## src/rtl/irq_nest_pkg.sv

```systemverilog
package irq_nest_pkg;
  localparam int LVL_W = 2;
  localparam int NLVL  = 1 << LVL_W;

  typedef logic [LVL_W-1:0] lvl_t;

  // highest set bit of an in-service mask
  function automatic lvl_t top_lvl(input logic [NLVL-1:0] m);
    lvl_t r;
    r = '0;
    for (int i = 0; i < NLVL; i++)
      if (m[i]) r = lvl_t'(i);
    return r;
  endfunction
endpackage

```

## src/rtl/irq_pending.sv

```systemverilog
module irq_pending #(
  parameter int          N_SRC     = 9,
  parameter logic [8:0]  EDGE_MASK = 9'b000000101
) (
  input  logic             clk_i,
  input  logic             rst_ni,
  input  logic [N_SRC-1:0] req_i,
  input  logic [N_SRC-1:0] clr_i,
  output logic [N_SRC-1:0] pend_o
);
  for (genvar g = 0; g < N_SRC; g++) begin : g_src
    if (EDGE_MASK[g]) begin : g_edge
      logic req_q, pend_q;
      always_ff @(posedge clk_i or negedge rst_ni) begin
        if (!rst_ni) begin
          req_q  <= 1'b0;
          pend_q <= 1'b0;
        end else begin
          req_q <= req_i[g];
          if (req_i[g] && !req_q) pend_q <= 1'b1;
          else if (clr_i[g])      pend_q <= 1'b0;
        end
      end
      assign pend_o[g] = pend_q;
    end else begin : g_level
      logic pend_q;
      always_ff @(posedge clk_i or negedge rst_ni) begin
        if (!rst_ni) pend_q <= 1'b0;
        else         pend_q <= req_i[g] && !clr_i[g];
      end
      assign pend_o[g] = pend_q;
    end
  end
endmodule

```

## src/rtl/irq_arbiter.sv

```systemverilog
module irq_arbiter
  import irq_nest_pkg::*;
#(
  parameter int N_SRC = 9,
  parameter int IDX_W = 4
) (
  input  logic             gie_i,
  input  logic [N_SRC-1:0] en_i,
  input  logic [N_SRC-1:0] pend_i,
  input  logic [N_SRC-1:0] prio_lo_i,
  input  logic [N_SRC-1:0] prio_hi_i,
  input  logic             cur_valid_i,
  input  lvl_t             cur_lvl_i,
  output logic             win_valid_o,
  output logic [IDX_W-1:0] win_idx_o,
  output lvl_t             win_lvl_o
);
  // descending scan with >= keeps the lowest index on a tie
  always_comb begin
    win_valid_o = 1'b0;
    win_idx_o   = '0;
    win_lvl_o   = '0;
    for (int i = N_SRC - 1; i >= 0; i--) begin
      if (gie_i && en_i[i] && pend_i[i]
          && (!cur_valid_i || lvl_t'({prio_hi_i[i], prio_lo_i[i]}) > cur_lvl_i)
          && (!win_valid_o || lvl_t'({prio_hi_i[i], prio_lo_i[i]}) >= win_lvl_o)) begin
        win_valid_o = 1'b1;
        win_idx_o   = IDX_W'(i);
        win_lvl_o   = lvl_t'({prio_hi_i[i], prio_lo_i[i]});
      end
    end
  end
endmodule

```

## src/rtl/irq_isr_stack.sv

```systemverilog
module irq_isr_stack
  import irq_nest_pkg::*;
(
  input  logic            clk_i,
  input  logic            rst_ni,
  input  logic            push_i,
  input  lvl_t            push_lvl_i,
  input  logic            pop_i,
  output logic [NLVL-1:0] mask_o,
  output logic            cur_valid_o,
  output lvl_t            cur_lvl_o
);
  logic [NLVL-1:0] mask_q, mask_d;

  always_comb begin
    mask_d = mask_q;
    if (pop_i && |mask_q) mask_d[top_lvl(mask_q)] = 1'b0;
    if (push_i)           mask_d[push_lvl_i]      = 1'b1;
  end

  always_ff @(posedge clk_i or negedge rst_ni) begin
    if (!rst_ni) mask_q <= '0;
    else         mask_q <= mask_d;
  end

  assign mask_o      = mask_q;
  assign cur_valid_o = |mask_q;
  assign cur_lvl_o   = top_lvl(mask_q);
endmodule

```

## src/rtl/irq_nest_ctrl.sv

```systemverilog
module irq_nest_ctrl
  import irq_nest_pkg::*;
#(
  parameter int         N_SRC     = 9,
  parameter int         IDX_W     = 4,
  parameter int         ADDR_W    = 2,
  parameter int         DATA_W    = 16,
  parameter logic [8:0] EDGE_MASK = 9'b000000101
) (
  input  logic              clk_i,
  input  logic              rst_ni,
  input  logic [N_SRC-1:0]  irq_req_i,
  input  logic              reg_we_i,
  input  logic [ADDR_W-1:0] reg_addr_i,
  input  logic [DATA_W-1:0] reg_wdata_i,
  output logic [DATA_W-1:0] reg_rdata_o,
  output logic              irq_valid_o,
  output logic [IDX_W-1:0]  irq_idx_o,
  output logic [LVL_W-1:0]  irq_lvl_o,
  input  logic              irq_ack_i,
  input  logic              irq_reti_i
);
  localparam int GIE_BIT = DATA_W - 1;
  localparam logic [ADDR_W-1:0] A_EN  = ADDR_W'(0);
  localparam logic [ADDR_W-1:0] A_PLO = ADDR_W'(1);
  localparam logic [ADDR_W-1:0] A_PHI = ADDR_W'(2);
  localparam logic [ADDR_W-1:0] A_ISR = ADDR_W'(3);

  logic [N_SRC-1:0] en_q, prio_lo_q, prio_hi_q, pend, clr;
  logic             gie_q;
  logic [NLVL-1:0]  isr_q;
  logic             cur_valid, win_valid, valid_q, take;
  lvl_t             cur_lvl, win_lvl, lvl_q;
  logic [IDX_W-1:0] win_idx, idx_q;
  logic [DATA_W-2-N_SRC:0] unused_wdata;

  assign unused_wdata = reg_wdata_i[DATA_W-2:N_SRC];

  always_ff @(posedge clk_i or negedge rst_ni) begin
    if (!rst_ni) begin
      en_q      <= '0;
      gie_q     <= 1'b0;
      prio_lo_q <= '0;
      prio_hi_q <= '0;
    end else if (reg_we_i) begin
      case (reg_addr_i)
        A_EN: begin
          en_q  <= reg_wdata_i[N_SRC-1:0];
          gie_q <= reg_wdata_i[GIE_BIT];
        end
        A_PLO:   prio_lo_q <= reg_wdata_i[N_SRC-1:0];
        A_PHI:   prio_hi_q <= reg_wdata_i[N_SRC-1:0];
        default: ;
      endcase
    end
  end

  always_comb begin
    reg_rdata_o = '0;
    case (reg_addr_i)
      A_EN: begin
        reg_rdata_o[N_SRC-1:0] = en_q;
        reg_rdata_o[GIE_BIT]   = gie_q;
      end
      A_PLO:   reg_rdata_o[N_SRC-1:0] = prio_lo_q;
      A_PHI:   reg_rdata_o[N_SRC-1:0] = prio_hi_q;
      A_ISR:   reg_rdata_o[NLVL-1:0]  = isr_q;
      default: ;
    endcase
  end

  assign take = valid_q && irq_ack_i;

  always_comb begin
    clr = '0;
    if (take) clr[idx_q] = 1'b1;
  end

  irq_pending #(.N_SRC(N_SRC), .EDGE_MASK(EDGE_MASK)) u_pend (
    .clk_i (clk_i),
    .rst_ni(rst_ni),
    .req_i (irq_req_i),
    .clr_i (clr),
    .pend_o(pend)
  );

  irq_arbiter #(.N_SRC(N_SRC), .IDX_W(IDX_W)) u_arb (
    .gie_i      (gie_q),
    .en_i       (en_q),
    .pend_i     (pend),
    .prio_lo_i  (prio_lo_q),
    .prio_hi_i  (prio_hi_q),
    .cur_valid_i(cur_valid),
    .cur_lvl_i  (cur_lvl),
    .win_valid_o(win_valid),
    .win_idx_o  (win_idx),
    .win_lvl_o  (win_lvl)
  );

  irq_isr_stack u_isr (
    .clk_i      (clk_i),
    .rst_ni     (rst_ni),
    .push_i     (take),
    .push_lvl_i (lvl_q),
    .pop_i      (irq_reti_i),
    .mask_o     (isr_q),
    .cur_valid_o(cur_valid),
    .cur_lvl_o  (cur_lvl)
  );

  // grant register: loads when idle, holds until acknowledge
  always_ff @(posedge clk_i or negedge rst_ni) begin
    if (!rst_ni) begin
      valid_q <= 1'b0;
      idx_q   <= '0;
      lvl_q   <= '0;
    end else if (take) begin
      valid_q <= 1'b0;
    end else if (!valid_q && win_valid) begin
      valid_q <= 1'b1;
      idx_q   <= win_idx;
      lvl_q   <= win_lvl;
    end
  end

  assign irq_valid_o = valid_q;
  assign irq_idx_o   = idx_q;
  assign irq_lvl_o   = lvl_q;
endmodule

```

## config.mk

```make
export PLATFORM = sky130hd
export DESIGN_NAME = irq_nest_ctrl
export DESIGN_NICKNAME = d
export VERILOG_FILES = /design/src/rtl/irq_nest_pkg.sv /design/src/rtl/irq_pending.sv /design/src/rtl/irq_arbiter.sv /design/src/rtl/irq_isr_stack.sv /design/src/rtl/irq_nest_ctrl.sv
export SDC_FILE = /design/constraint.sdc
export NUM_CORES = 1
export LEC_CHECK = 0
export BUFFER_PORTS_ARGS = -buffer_cell sky130_fd_sc_hd__buf_2
export CAP_MARGIN = 15
export CORE_MARGIN = 3
export CORE_UTILIZATION = 38
export DETAILED_ROUTE_END_ITERATION = 8
export PLACE_DENSITY = 0.6
export SYNTH_ARGS = -nofsm -noshare
export SYNTH_HDL_FRONTEND = slang
export SYNTH_SLANG_ARGS = --single-unit
export TNS_END_PERCENT = 10
```

## constraint.sdc

```tcl
create_clock -name clk_i -period 25.5 [get_ports clk_i]
set_input_delay 0 -clock clk_i [delete_from_list [all_inputs] [get_ports clk_i]]
set_output_delay 0 -clock clk_i [all_outputs]
set_load 0.005 [all_outputs]
```

==> results_dict.tcl <==
set metrics [dict create \
    outcome "finished clean" \
    cp-start-kind "flip-flop" \
    dr.pass1.iters 4 \
    cts_buffer_depth 2 \
    placedCellCount 534 \
    wire_per_inst_um 16.6 \
    hold_viol 0 \
    post-place-ws_ns 13.44 \
    worst_path_largest_cell_delay_ns 0.92 \
    vdd_ir_drop_max_uv 44.8 \
    dieWidth_um 105 \
    synth_ff_type "dfrtp_1" \
    fin_crit_sh_pct 47.8 \
    netlist_area_um2 3700 \
    yosysSeqAreaShare_pct 33.8 \
    htree_levels 2 \
    cts_sinks 50 \
    vias_per_cell 5.46 \
    num_vias 3082 \
    power.leakage_nw 2.00 \
    drv_slew 0 \
    critPathCaptureType "flip-flop" \
    slew_headroom_pct 49.4 \
    critPathRequiredTime_ns 25.73 \
    hold-worst-slack_ns 0.294 \
    setup_slack_ns 13.32 \
    fin_tns_setup_ns 0 \
    grt_use_total_pct 17.5 \
    dp_hpwl_um 7110 \
    drt_iter0_drc 146 \
    num_rows 35 \
    finalClockSkew_ns 0.0106 \
    syn_to_final_growth_pct 17.8 \
    critical_path_arrival_ns 12.41 \
    numPortBuffers 42 \
    grt_pass1_vias 3057 \
    design.die.area_um2 11000 \
    grt_first_pass_wirelength_um 15400 \
    overflow 0 \
    numCtsBuffers 5 \
    instances_no_fill 564 \
    worstSetupPathType "flip-flop to flip-flop" \
    ios 55 \
    coreArea_um2 9370 \
    start_util_pct 39.5 \
    avgSynthCellArea_um2 10.1 \
    synth_cell_types 65 \
    layout_common_cells "dfrtp_1 (50), buf_2 (42), nand2_1 (34), ha_1 (34), mux2_2 (30)" \
    ant_nets 0 \
    critPathMaxFanout 19 \
    critPathSlowestCell "or4_1" \
    drive_gt1_share_pct 24.6 \
    clk_latency_ns 0.32 \
    die_y_um 105 \
    final_common_cell "dfrtp_1" \
    synth-warning-count 0 \
    cts_tree "yes" \
    rsz0062_at_grt "no" \
    nets 500 \
    gp_congestion 0.847 \
    power.density_nw_per_um2 86.2 \
    cts_resized 0 \
    insertedDiodeCount 0 \
    cap_violations 0 \
    netlist_instances 367 \
    wirelength_um 9360 \
    clk_pin_slew_ns 0.11 \
    synth_edf_count 0 \
    ys_seq_elements 50 \
    antenna_found_initial 0 \
    ys_async_sr_fraction_pct 100 \
    worst_slew_pin_slew_ns 0.760 \
    period_minus_slack_ns 12.18 \
    clockRootBuffer "clkbuf_8" \
    setup_viol 0 \
    grt_max_degree 51 \
    hold_class "input pin to flip-flop" \
    fmax_ghz 0.0821 \
    drc 0 \
]
==> report_power, final <==
group | internal, mW | leakage [nW] | switching [mW]
registers | 0.0956 | 0.602 | 0.0212
clock network | 0.0300 | 0.0591 | 0.0303
logic | 0.0870 | 1.34 | 0.112
total | 0.213 | 2.00 | 0.164
==> registers in the layout (all words and copies together), names as in the netlist <==
name / count
en_q: 9
irq_idx_o: 4
u_isr.mask_o: 4
u_pend.g_src.g_level.pend_q: 7
u_pend.g_src.g_edge.req_q: 2
prio_hi_q: 9
u_pend.g_src.g_edge.pend_q: 2
irq_valid_o: 1
irq_lvl_o: 2
gie_q: 1
prio_lo_q: 9
==> kinds of logic (layout without fill, tap and decap cells) <==
group | after synthesis | in the layout | share of synthesized area (%)
compound gates | 114 | 114 | 23.7
buf+inv | 37 | 100 | 4.96
fa+ha+maj | 34 | 34 | 11.5
mux | 40 | 40 | 13.3
flops | 50 | 50 | 33.8
simple gates | 91 | 91 | 12.7
other cells | 1 | 6 | 0.101
==> metal layers <==
metal	GRT usage (%)	vias up	part of all wire [%]
li1	-	1499	-
met1	23.9	1496	47
met2	28.4	74	47
met3	2.53	13	4.1
met4	5.72	0	1.8
met5	0	-	0
==> stage by stage <==
| step | utilization, % | area [µm²] | power [mW] |
|---|---|---|---|
| finish | 46.6 | 4360 | 0.376 |
| global route | 46.6 | 4360 | 0.411 |
| CTS | 46.6 | 4360 | 0.379 |
| detailed placement | 43.0 | 4030 | 0.314 |
| global placement | 43.0 | 4030 | 0.308 |
| floorplan | - | 3720 | 0.265 |
==> path summary, 6_finish.rpt <==
kind / start / to / slack (ns) / cells past startpoint
max: u_isr.mask_o[3] / irq_idx_o[3] / 13.32 / 50
max reg2reg: u_isr.mask_o[3] / irq_idx_o[3] / 13.32 / 50
max in group asynchronous: rst_ni / en_q[2] / 24.73 / 3
min: reg_we_i / gie_q / 0.29 / 5
min in group asynchronous: rst_ni / u_pend.g_src[0].g_edge.req_q / 0.31 / 3
min reg2reg: u_pend.g_src[0].g_edge.req_q / u_pend.g_src[0].g_edge.pend_q / 0.42 / 1
==> cells in the mapped netlist (3+ instances only) <==
cell type,number,area (µm²)
nor3_1,3,15.0
a21o_2,3,26.3
nor2b_1,10,62.6
nand3_1,9,45.0
a21oi_1,13,65.1
buf_4,6,45.0
a211oi_1,5,37.5
mux4_2,3,67.6
mux2i_1,6,60.1
o21a_1,7,52.6
mux2_2,30,338
a22oi_1,3,22.5
nor2_1,9,33.8
o211ai_1,8,60.1
o31ai_1,5,37.5
nand2b_1,10,62.6
dfrtp_1,50,1250
o2111ai_1,4,35.0
buf_6,3,33.8
ha_1,34,425
o211a_1,3,30.0
inv_1,25,93.8
nand2_1,34,128
o21ai_0,24,120
a211oi_2,5,62.6
a21o_1,8,60.1
==> timing repair <==
| action | 4_1_cts | 5_1_grt |
|---|---|---|
| hold buffers | 22 | 0 |
| setup buffers | 0 | 0 |
| endpoints found under the hold margin | 93 | 0 |
==> layout make-up <==
type / count / area (µm²)
sequential: 50 / 1250
timing repair buffer: 67 / 453
clock buffer: 5 / 68.8
clock inverter: 3 / 47.5
multi-input combinational: 285 / 2290
fill: 907 / 5010
tap: 129 / 161
inverter: 25 / 93.8
==> worst max-delay path, delay by kind of cell (launching register included) <==
| family | cells | cell delay (ns) |
|---|---|---|
| fa+ha+maj | 8 | 2.14 |
| simple gates | 9 | 2.07 |
| buf+inv | 1 | 0.10 |
| compound gates | 30 | 6.57 |
| flops | 1 | 0.47 |
| mux | 2 | 0.72 |
Note: power is estimated with default switching activity, not from simulation.
